$ cat src/rtl/zs_rdo_pkg.sv
package zs_rdo_pkg;
    localparam int WORD_W = 16;
    localparam int CNT_W  = 4;
    localparam int TS_W   = 12;
    localparam int DISC_W = 2;
    localparam int ID_W   = 8;
    localparam int CHF_W  = 6;

    typedef enum logic [2:0] {
        ST_IDLE,
        ST_CHIPID,
        ST_HEADER,
        ST_EVENT,
        ST_HANDOFF
    } rdo_state_t;

    typedef enum logic [1:0] {
        WK_ID,
        WK_HDR,
        WK_DATA
    } word_kind_t;

    function automatic logic [WORD_W-1:0] seal_parity(input logic [WORD_W-1:0] raw);
        return {raw[WORD_W-1:1], ^raw[WORD_W-1:1]};
    endfunction
endpackage

$ cat src/rtl/zs_rdo_chan_finder.sv
module zs_rdo_chan_finder #(
    parameter int NUM_CH = 64,
    parameter int CNT_W  = 4,
    localparam int SEL_W = $clog2(NUM_CH)
) (
    input  logic [NUM_CH-1:0][CNT_W-1:0] counts,
    input  logic [SEL_W:0]               start,
    output logic                         found,
    output logic [SEL_W-1:0]             chan
);
    logic [NUM_CH-1:0] eligible;

    for (genvar g = 0; g < NUM_CH; g++) begin : g_elig
        assign eligible[g] = (counts[g] != '0) && (int'(start) <= g);
    end

    always_comb begin
        found = 1'b0;
        chan  = '0;
        for (int i = NUM_CH - 1; i >= 0; i--) begin
            if (eligible[i]) begin
                found = 1'b1;
                chan  = SEL_W'(i);
            end
        end
    end
endmodule

$ cat src/rtl/zs_rdo_word_former.sv
module zs_rdo_word_former
    import zs_rdo_pkg::*;
(
    input  word_kind_t          kind,
    input  logic [ID_W-1:0]     chip_id,
    input  logic [CHF_W-1:0]    chan,
    input  logic [CNT_W-1:0]    count,
    input  logic [TS_W-1:0]     ts,
    input  logic [DISC_W-1:0]   disc,
    output logic [WORD_W-1:0]   word
);
    logic [WORD_W-1:0] raw;

    always_comb begin
        unique case (kind)
            WK_ID:   raw = {1'b1, 6'b0, chip_id, 1'b0};
            WK_HDR:  raw = {1'b1, chan, count, 4'b0, 1'b0};
            WK_DATA: raw = {1'b0, ts, disc, 1'b0};
            default: raw = '0;
        endcase
        word = seal_parity(raw);
    end
endmodule

$ cat src/rtl/zs_rdo_shifter.sv
module zs_rdo_shifter #(
    parameter int W = 16,
    localparam int BC_W = $clog2(W)
) (
    input  logic         clk,
    input  logic         rst_n,
    input  logic         load,
    input  logic [W-1:0] load_word,
    input  logic         shift_en,
    output logic         msb,
    output logic         last
);
    logic [W-1:0]    sh;
    logic [BC_W-1:0] bit_cnt;

    always_ff @(posedge clk or negedge rst_n) begin
        if (!rst_n) begin
            sh      <= '0;
            bit_cnt <= '0;
        end else if (load) begin
            sh      <= load_word;
            bit_cnt <= '0;
        end else if (shift_en) begin
            sh      <= {sh[W-2:0], 1'b0};
            bit_cnt <= bit_cnt + 1'b1;
        end
    end

    assign msb  = sh[W-1];
    assign last = (bit_cnt == BC_W'(W - 1));
endmodule

$ cat src/rtl/zs_readout_serializer.sv
module zs_readout_serializer
    import zs_rdo_pkg::*;
#(
    parameter int NUM_CH = 64,
    parameter int MAX_EV = 8,
    localparam int SEL_W = $clog2(NUM_CH)
) (
    input  logic                     clk,
    input  logic                     rst_n,
    input  logic                     token_in,
    input  logic                     id_always,
    input  logic [ID_W-1:0]          chip_id,
    input  logic [NUM_CH*CNT_W-1:0]  ev_count,
    output logic [SEL_W-1:0]         mem_ch,
    output logic [CNT_W-1:0]         mem_ev,
    input  logic [TS_W-1:0]          mem_ts,
    input  logic [DISC_W-1:0]        mem_disc,
    output logic                     sdata,
    output logic                     tx_en,
    output logic                     token_out
);
    rdo_state_t state, state_n;
    logic [SEL_W-1:0] cur_ch, ch_n;
    logic [CNT_W-1:0] nxt_ev, ev_n;

    logic [NUM_CH-1:0][CNT_W-1:0] eff_cnt;
    logic [NUM_CH-1:0]            has_hit;

    for (genvar g = 0; g < NUM_CH; g++) begin : g_clamp
        logic [CNT_W-1:0] raw_c;
        assign raw_c      = ev_count[g*CNT_W +: CNT_W];
        assign eff_cnt[g] = (raw_c > CNT_W'(MAX_EV)) ? CNT_W'(MAX_EV) : raw_c;
        assign has_hit[g] = (raw_c != '0);
    end

    logic [SEL_W:0]   scan_start;
    logic             fnd;
    logic [SEL_W-1:0] fnd_ch;

    assign scan_start = (state == ST_CHIPID) ? '0 : ({1'b0, cur_ch} + 1'b1);

    zs_rdo_chan_finder #(.NUM_CH(NUM_CH), .CNT_W(CNT_W)) u_finder (
        .counts (eff_cnt),
        .start  (scan_start),
        .found  (fnd),
        .chan   (fnd_ch)
    );

    word_kind_t        kind;
    logic [WORD_W-1:0] ld_word;
    logic              load;
    logic              sh_msb, sh_last;
    logic              sending;

    zs_rdo_word_former u_former (
        .kind    (kind),
        .chip_id (chip_id),
        .chan    (CHF_W'(fnd_ch)),
        .count   (eff_cnt[fnd_ch]),
        .ts      (mem_ts),
        .disc    (mem_disc),
        .word    (ld_word)
    );

    assign sending = (state == ST_CHIPID) || (state == ST_HEADER) || (state == ST_EVENT);

    zs_rdo_shifter #(.W(WORD_W)) u_shift (
        .clk       (clk),
        .rst_n     (rst_n),
        .load      (load),
        .load_word (ld_word),
        .shift_en  (sending && !load),
        .msb       (sh_msb),
        .last      (sh_last)
    );

    // Next-state and word-load decisions
    always_comb begin
        state_n = state;
        ch_n    = cur_ch;
        ev_n    = nxt_ev;
        load    = 1'b0;
        kind    = WK_ID;
        unique case (state)
            ST_IDLE: begin
                if (token_in) begin
                    if ((|has_hit) || id_always) begin
                        load    = 1'b1;
                        kind    = WK_ID;
                        state_n = ST_CHIPID;
                    end else begin
                        state_n = ST_HANDOFF;
                    end
                end
            end
            ST_CHIPID: begin
                if (sh_last) begin
                    if (fnd) begin
                        load    = 1'b1;
                        kind    = WK_HDR;
                        ch_n    = fnd_ch;
                        ev_n    = '0;
                        state_n = ST_HEADER;
                    end else begin
                        state_n = ST_HANDOFF;
                    end
                end
            end
            ST_HEADER: begin
                if (sh_last) begin
                    load    = 1'b1;
                    kind    = WK_DATA;
                    ev_n    = nxt_ev + 1'b1;
                    state_n = ST_EVENT;
                end
            end
            ST_EVENT: begin
                if (sh_last) begin
                    if (nxt_ev < eff_cnt[cur_ch]) begin
                        load = 1'b1;
                        kind = WK_DATA;
                        ev_n = nxt_ev + 1'b1;
                    end else if (fnd) begin
                        load    = 1'b1;
                        kind    = WK_HDR;
                        ch_n    = fnd_ch;
                        ev_n    = '0;
                        state_n = ST_HEADER;
                    end else begin
                        state_n = ST_HANDOFF;
                    end
                end
            end
            ST_HANDOFF: state_n = ST_IDLE;
            default:    state_n = ST_IDLE;
        endcase
    end

    // State register
    always_ff @(posedge clk or negedge rst_n) begin
        if (!rst_n) begin
            state  <= ST_IDLE;
            cur_ch <= '0;
            nxt_ev <= '0;
        end else begin
            state  <= state_n;
            cur_ch <= ch_n;
            nxt_ev <= ev_n;
        end
    end

    // Outputs
    always_comb begin
        tx_en     = sending;
        sdata     = sending & sh_msb;
        token_out = (state == ST_HANDOFF);
        mem_ch    = cur_ch;
        mem_ev    = nxt_ev;
    end

    assert_token_single_R10: assert property (@(posedge clk) disable iff (!rst_n)
        token_out |=> !token_out);
    assert_token_after_tx_R10: assert property (@(posedge clk) disable iff (!rst_n)
        $fell(tx_en) |-> token_out);
    assert_no_gap_R2: assert property (@(posedge clk) disable iff (!rst_n)
        (tx_en && !sh_last) |=> tx_en);
    assert_even_parity_R7: assert property (@(posedge clk) disable iff (!rst_n)
        load |-> (^ld_word == 1'b0));
    assert_ascending_R6: assert property (@(posedge clk) disable iff (!rst_n)
        (load && kind == WK_HDR && state == ST_EVENT) |-> (fnd_ch > cur_ch));
    assert_event_bound_R11: assert property (@(posedge clk) disable iff (!rst_n)
        (state == ST_EVENT) |-> (nxt_ev <= CNT_W'(MAX_EV)));
endmodule

$ cat config.mk
export PLATFORM = sky130hd
export DESIGN_NAME = zs_readout_serializer
export DESIGN_NICKNAME = d
export VERILOG_FILES = /design/src/rtl/zs_rdo_pkg.sv /design/src/rtl/zs_rdo_chan_finder.sv /design/src/rtl/zs_rdo_word_former.sv /design/src/rtl/zs_rdo_shifter.sv /design/src/rtl/zs_readout_serializer.sv
export SDC_FILE = /design/constraint.sdc
export NUM_CORES = 1
export LEC_CHECK = 0
export BUFFER_PORTS_ARGS = -buffer_cell sky130_fd_sc_hd__buf_2
export CORE_ASPECT_RATIO = 1.2
export CORE_MARGIN = 2
export CORE_UTILIZATION = 45
export CTS_CLUSTER_SIZE = 25
export DETAILED_ROUTE_END_ITERATION = 10
export MAX_ROUTING_LAYER = met4
export PLACE_DENSITY = 0.72
export SLEW_MARGIN = 20
export SYNTH_ARGS = -nofsm -noshare
export SYNTH_HDL_FRONTEND = slang
export SYNTH_SLANG_ARGS = --single-unit
$ cat constraint.sdc
create_clock -name clk -period 5.67 [get_ports clk]
set_input_delay 0.8505 -clock clk [delete_from_list [all_inputs] [get_ports clk]]
set_output_delay 0.8505 -clock clk [all_outputs]
set_load 0.01 [all_outputs]
==> results by group <==
Cells and area
  • Layout Cells excl Fill: 2,629
  • Area growth, synth to finish: 51.3%
  • Final nets: 2,579
  • Layout cells sized above 1: 42.7%
  • Most frequent cells in the layout: buf_4, buf_2, nand2_1, o21ai_0, nor2b_1
  • Commonest non-fill, non-tap cell in the layout: buf_4
  • Final Cell Area: 17,500 sq um

Logic synthesis
  • Top cell type's share of synthesized area: 9.92%
  • Mux cell area share after synthesis: 16.2%
  • Avg Cell Area, Syn: 7.17 sq um
  • Synth area leader: mux4_2
  • Number of flops mapped to enable cells by yosys: 0
  • FF+latch count, synth: 33
  • Ranking of synthesized cells by area: mux4_2, dfrtp_1, nor2b_1
  • Adder-cell area share of the yosys netlist: 0.649%
  • Post-Synth XOR/XNOR Area: 2.22%
  • Main synth FF type: dfrtp_1
  • Compound-Gate Fraction of Synth Area: 32.8%
  • Ys Warns: 0
  • Post-synthesis simple-gate area fraction: 35.0%
  • Gate Count Post-Synth: 1,614
  • Largest family of logic cells by synthesized area: simple AND/OR/NAND/NOR gates
  • Post-synthesis sequential area ratio: 7.13%
  • Synth Cell Area: 11,600 sq um
  • Synth Net Count: 1,902
  • Library cells used by synthesis: 103
  • Asr flop ratio synth: 100%

Pwr
  • LEAKAGE: 7.43 nW
  • Max IR drop VDD: 0.108 mV
  • Total power: 0.00201 W
  • Power Dens Cells: 115 nW/um^2

Drt
  • WL per Instance: 28.4 um
  • Via density: 7.04
  • Antenna viol nets, final: 0
  • DR DRC count: 0
  • Top Layer Used: met4
  • 1st-iter DRT viols: 1,990
  • Via count: 18,518
  • DRT Pass-1 Iters: 8
  • Routed wl met2: 31.9 mm
  • Met3 routed WL: 9.72 mm
  • Met1 wire length: 23.8 mm
  • Total routed wirelength: 74.6 mm

Setup path
  • Critical path peak fanout: 9
  • Crit-path cells: ha_4 -> buf_4 -> nand4_2 -> nand4_1 -> buf_4 -> o21a_1 -> o2bb2ai_1 -> buf_4 -> nor2_1 -> nand4_1 -> a221oi_2 -> buf_4 -> o22ai_4 -> buf_12 -> buf_4 -> or2_2 -> o22ai_1 -> a2111oi_2 -> a2111oi_2 -> a22oi_1 -> xnor2_1 -> xnor3_1 -> a21o_1
  • R2R Setup Slk: -0.09 ns
  • FF-to-FF Start: mem_ch[0]
  • Critical path's largest stage delay: 0.55 ns
  • Most frequent CP cell: buf_4
  • Crit start category: flip-flop
  • CP max stage cell: a2111oi_2
  • Worst Path Required: 5.86 ns
  • Kind of critical path: reg -> reg
  • FF-to-FF path depth: 23
  • Data arrival time of the critical path: 5.94 ns
  • Critical path capture point type: flip-flop
  • Reg2reg end: u_shift.sh[0]

Floorplanning
  • Die Wd: 150 um
  • Die area: 27,000 sq um
  • Initial Utilization: 45.6%
  • Core area: 25,400 sq um
  • Die Y: 180 um
  • Num rows: 64
  • Num ports: 295

Min path
  • Hold path endpoint: u_shift.bit_cnt[1]
  • HP Class: reg -> reg
  • Hold depth: 2
  • Hold Path Origin: u_shift.bit_cnt[1]

Clocking
  • Clock root buffer: clkbuf_16
  • H-tree Lvls: 2
  • CTS tree: done
  • Max Root-Sink Buffers: 2
  • Clock sink count: 33
  • CTS buffer count: 5
  • Clock slew seen by the registers of the worst setup and hold paths: 0.07 ns
  • # hold bufs at CTS: 0
  • Clock latency on the worst-skew pair: 0.30 ns

Place
  • Worst slack, placed: -0.347 ns
  • Buffers on Ports: 294
  • DP Cell Count: 2,596
  • Routability Congestion: 1.16
  • Dpl cell area: 16,700 sq um
  • Hpwl dp: 60.8 mm

STA
  • Worst-Margin Slew: 1.13 ns
  • Setup_tns: -0.0885 ns
  • Slew margin rel.: 24.3%
  • F_max: 0.174 GHz
  • Final period utilization: 102%
  • Final WS setup: -0.0885 ns
  • Final hold violation count: 0
  • Tmin final: 5.76 ns
  • Final Max Slew Viols: 0
  • RSZ-0062 raised after global routing: yes
  • Clock skew: 0.00584 ns
  • Setup Viol. Count Final: 1

GRT
  • Largest net degree at the start of global routing: 46
  • Number of antenna violations at the first check in global routing: 5
  • First-pass GRT wire length: 106 mm
  • Grt ovf: 0
  • Total global-route track usage: 54.0%
  • Vias in the first global route: 17,676

Run status
  • Failing checks: negative setup slack
  • Status: finished, violations left

Run
  • Max-Cap Viols: 0
==> worst max-delay path by stage <==
stage	slack, ns	cells past startpoint	startpoint	end
finish	-0.09	23	mem_ch[0]	u_shift.sh[0]
global route	-0.45	24	mem_ch[0]	u_shift.sh[0]
CTS	0.02	24	mem_ch[0]	u_shift.sh[0]
detailed placement	-0.35	21	ev_count[47]	u_shift.sh[0]
global placement	-0.28	22	ev_count[83]	u_shift.sh[0]
floorplan	0.04	25	mem_ch[0]	u_shift.sh[0]
==> cell usage after synthesis (41+ instances only) <==
cell type and instances:
o21ai_0 123, mux4_2 51, nor2b_1 107, mux2i_1 57, clkbuf_1 51, nand2_1 143, nor3_1 51, a21oi_1 103
nand3_1 41, nand2b_1 63, nor2_1 89, nor4_1 64
==> cells by family after synthesis <==
logic type                 count (synthesis)
AOI/OAI and AO/OA                        550
xor gates and xnor gates                  26
adders and majority gates                  6
buffers and inverters                    153
DFF                                       33
muxes                                    122
and+or+nand+nor                          724
==> cell type report <==
| cell class | count | area, sq um |
|---|---|---|
| multi-input cells | 1429 | 10500 |
| fillers | 2264 | 7870 |
| repair buffers | 782 | 5410 |
| flip-flops and latches | 33 | 832 |
| well taps | 330 | 413 |
| inverters | 40 | 153 |
| clock buffers | 5 | 125 |
| clock inverters | 3 | 46.3 |
| diodes | 7 | 17.5 |
==> registers in the layout, summed over array words and instances (netlist names) <==
name	cells
u_shift.bit_cnt	4
mem_ev	4
u_shift.sh	16
mem_ch	6
state	3
==> layer usage <==
layer / track usage, % / up-vias
met5: - / -
met4: 47.5 / 0
met3: 15.1 / 619
met2: 81.1 / 1639
met1: 57.4 / 8526
li1: - / 7734
==> what timing repair did <==
action,CTS,global route
setup buffers,1,14
setup endpoints to repair,2,5
gates resized for setup,27,75
pin swaps,3,22
gates cloned,0,3
==> metrics by stage <==
| stage | util [%] | hold WS (ns) |
|---|---|---|
| after detailed placement | 65.6 | 0.537 |
| final | 69.0 | 0.563 |
| after floorplan | - | 0.476 |
| after global placement | 65.6 | 0.523 |
| after CTS | 66.7 | 0.550 |
| after global routing | 69.0 | 0.587 |
==> critical path: cells and delay by family (launching register included) <==
family | cells | cell delay [ns]
compound gates | 9 | 2.06
xor+xnor | 2 | 0.45
buf+inv | 6 | 1.09
fa+ha+maj | 1 | 0.23
simple gates | 5 | 1.26
flops | 1 | 0.51
==> report_power, final <==
part | total, W | internal, W | switching (W)
combinational | 0.00140 | 0.000635 | 0.000768
clock | 0.000338 | 0.000209 | 0.000130
sequential | 0.000267 | 0.000253 | 0.0000141
total | 0.00201 | 0.00110 | 0.000912
No activity file was read; power rests on OpenSTA's default activity.
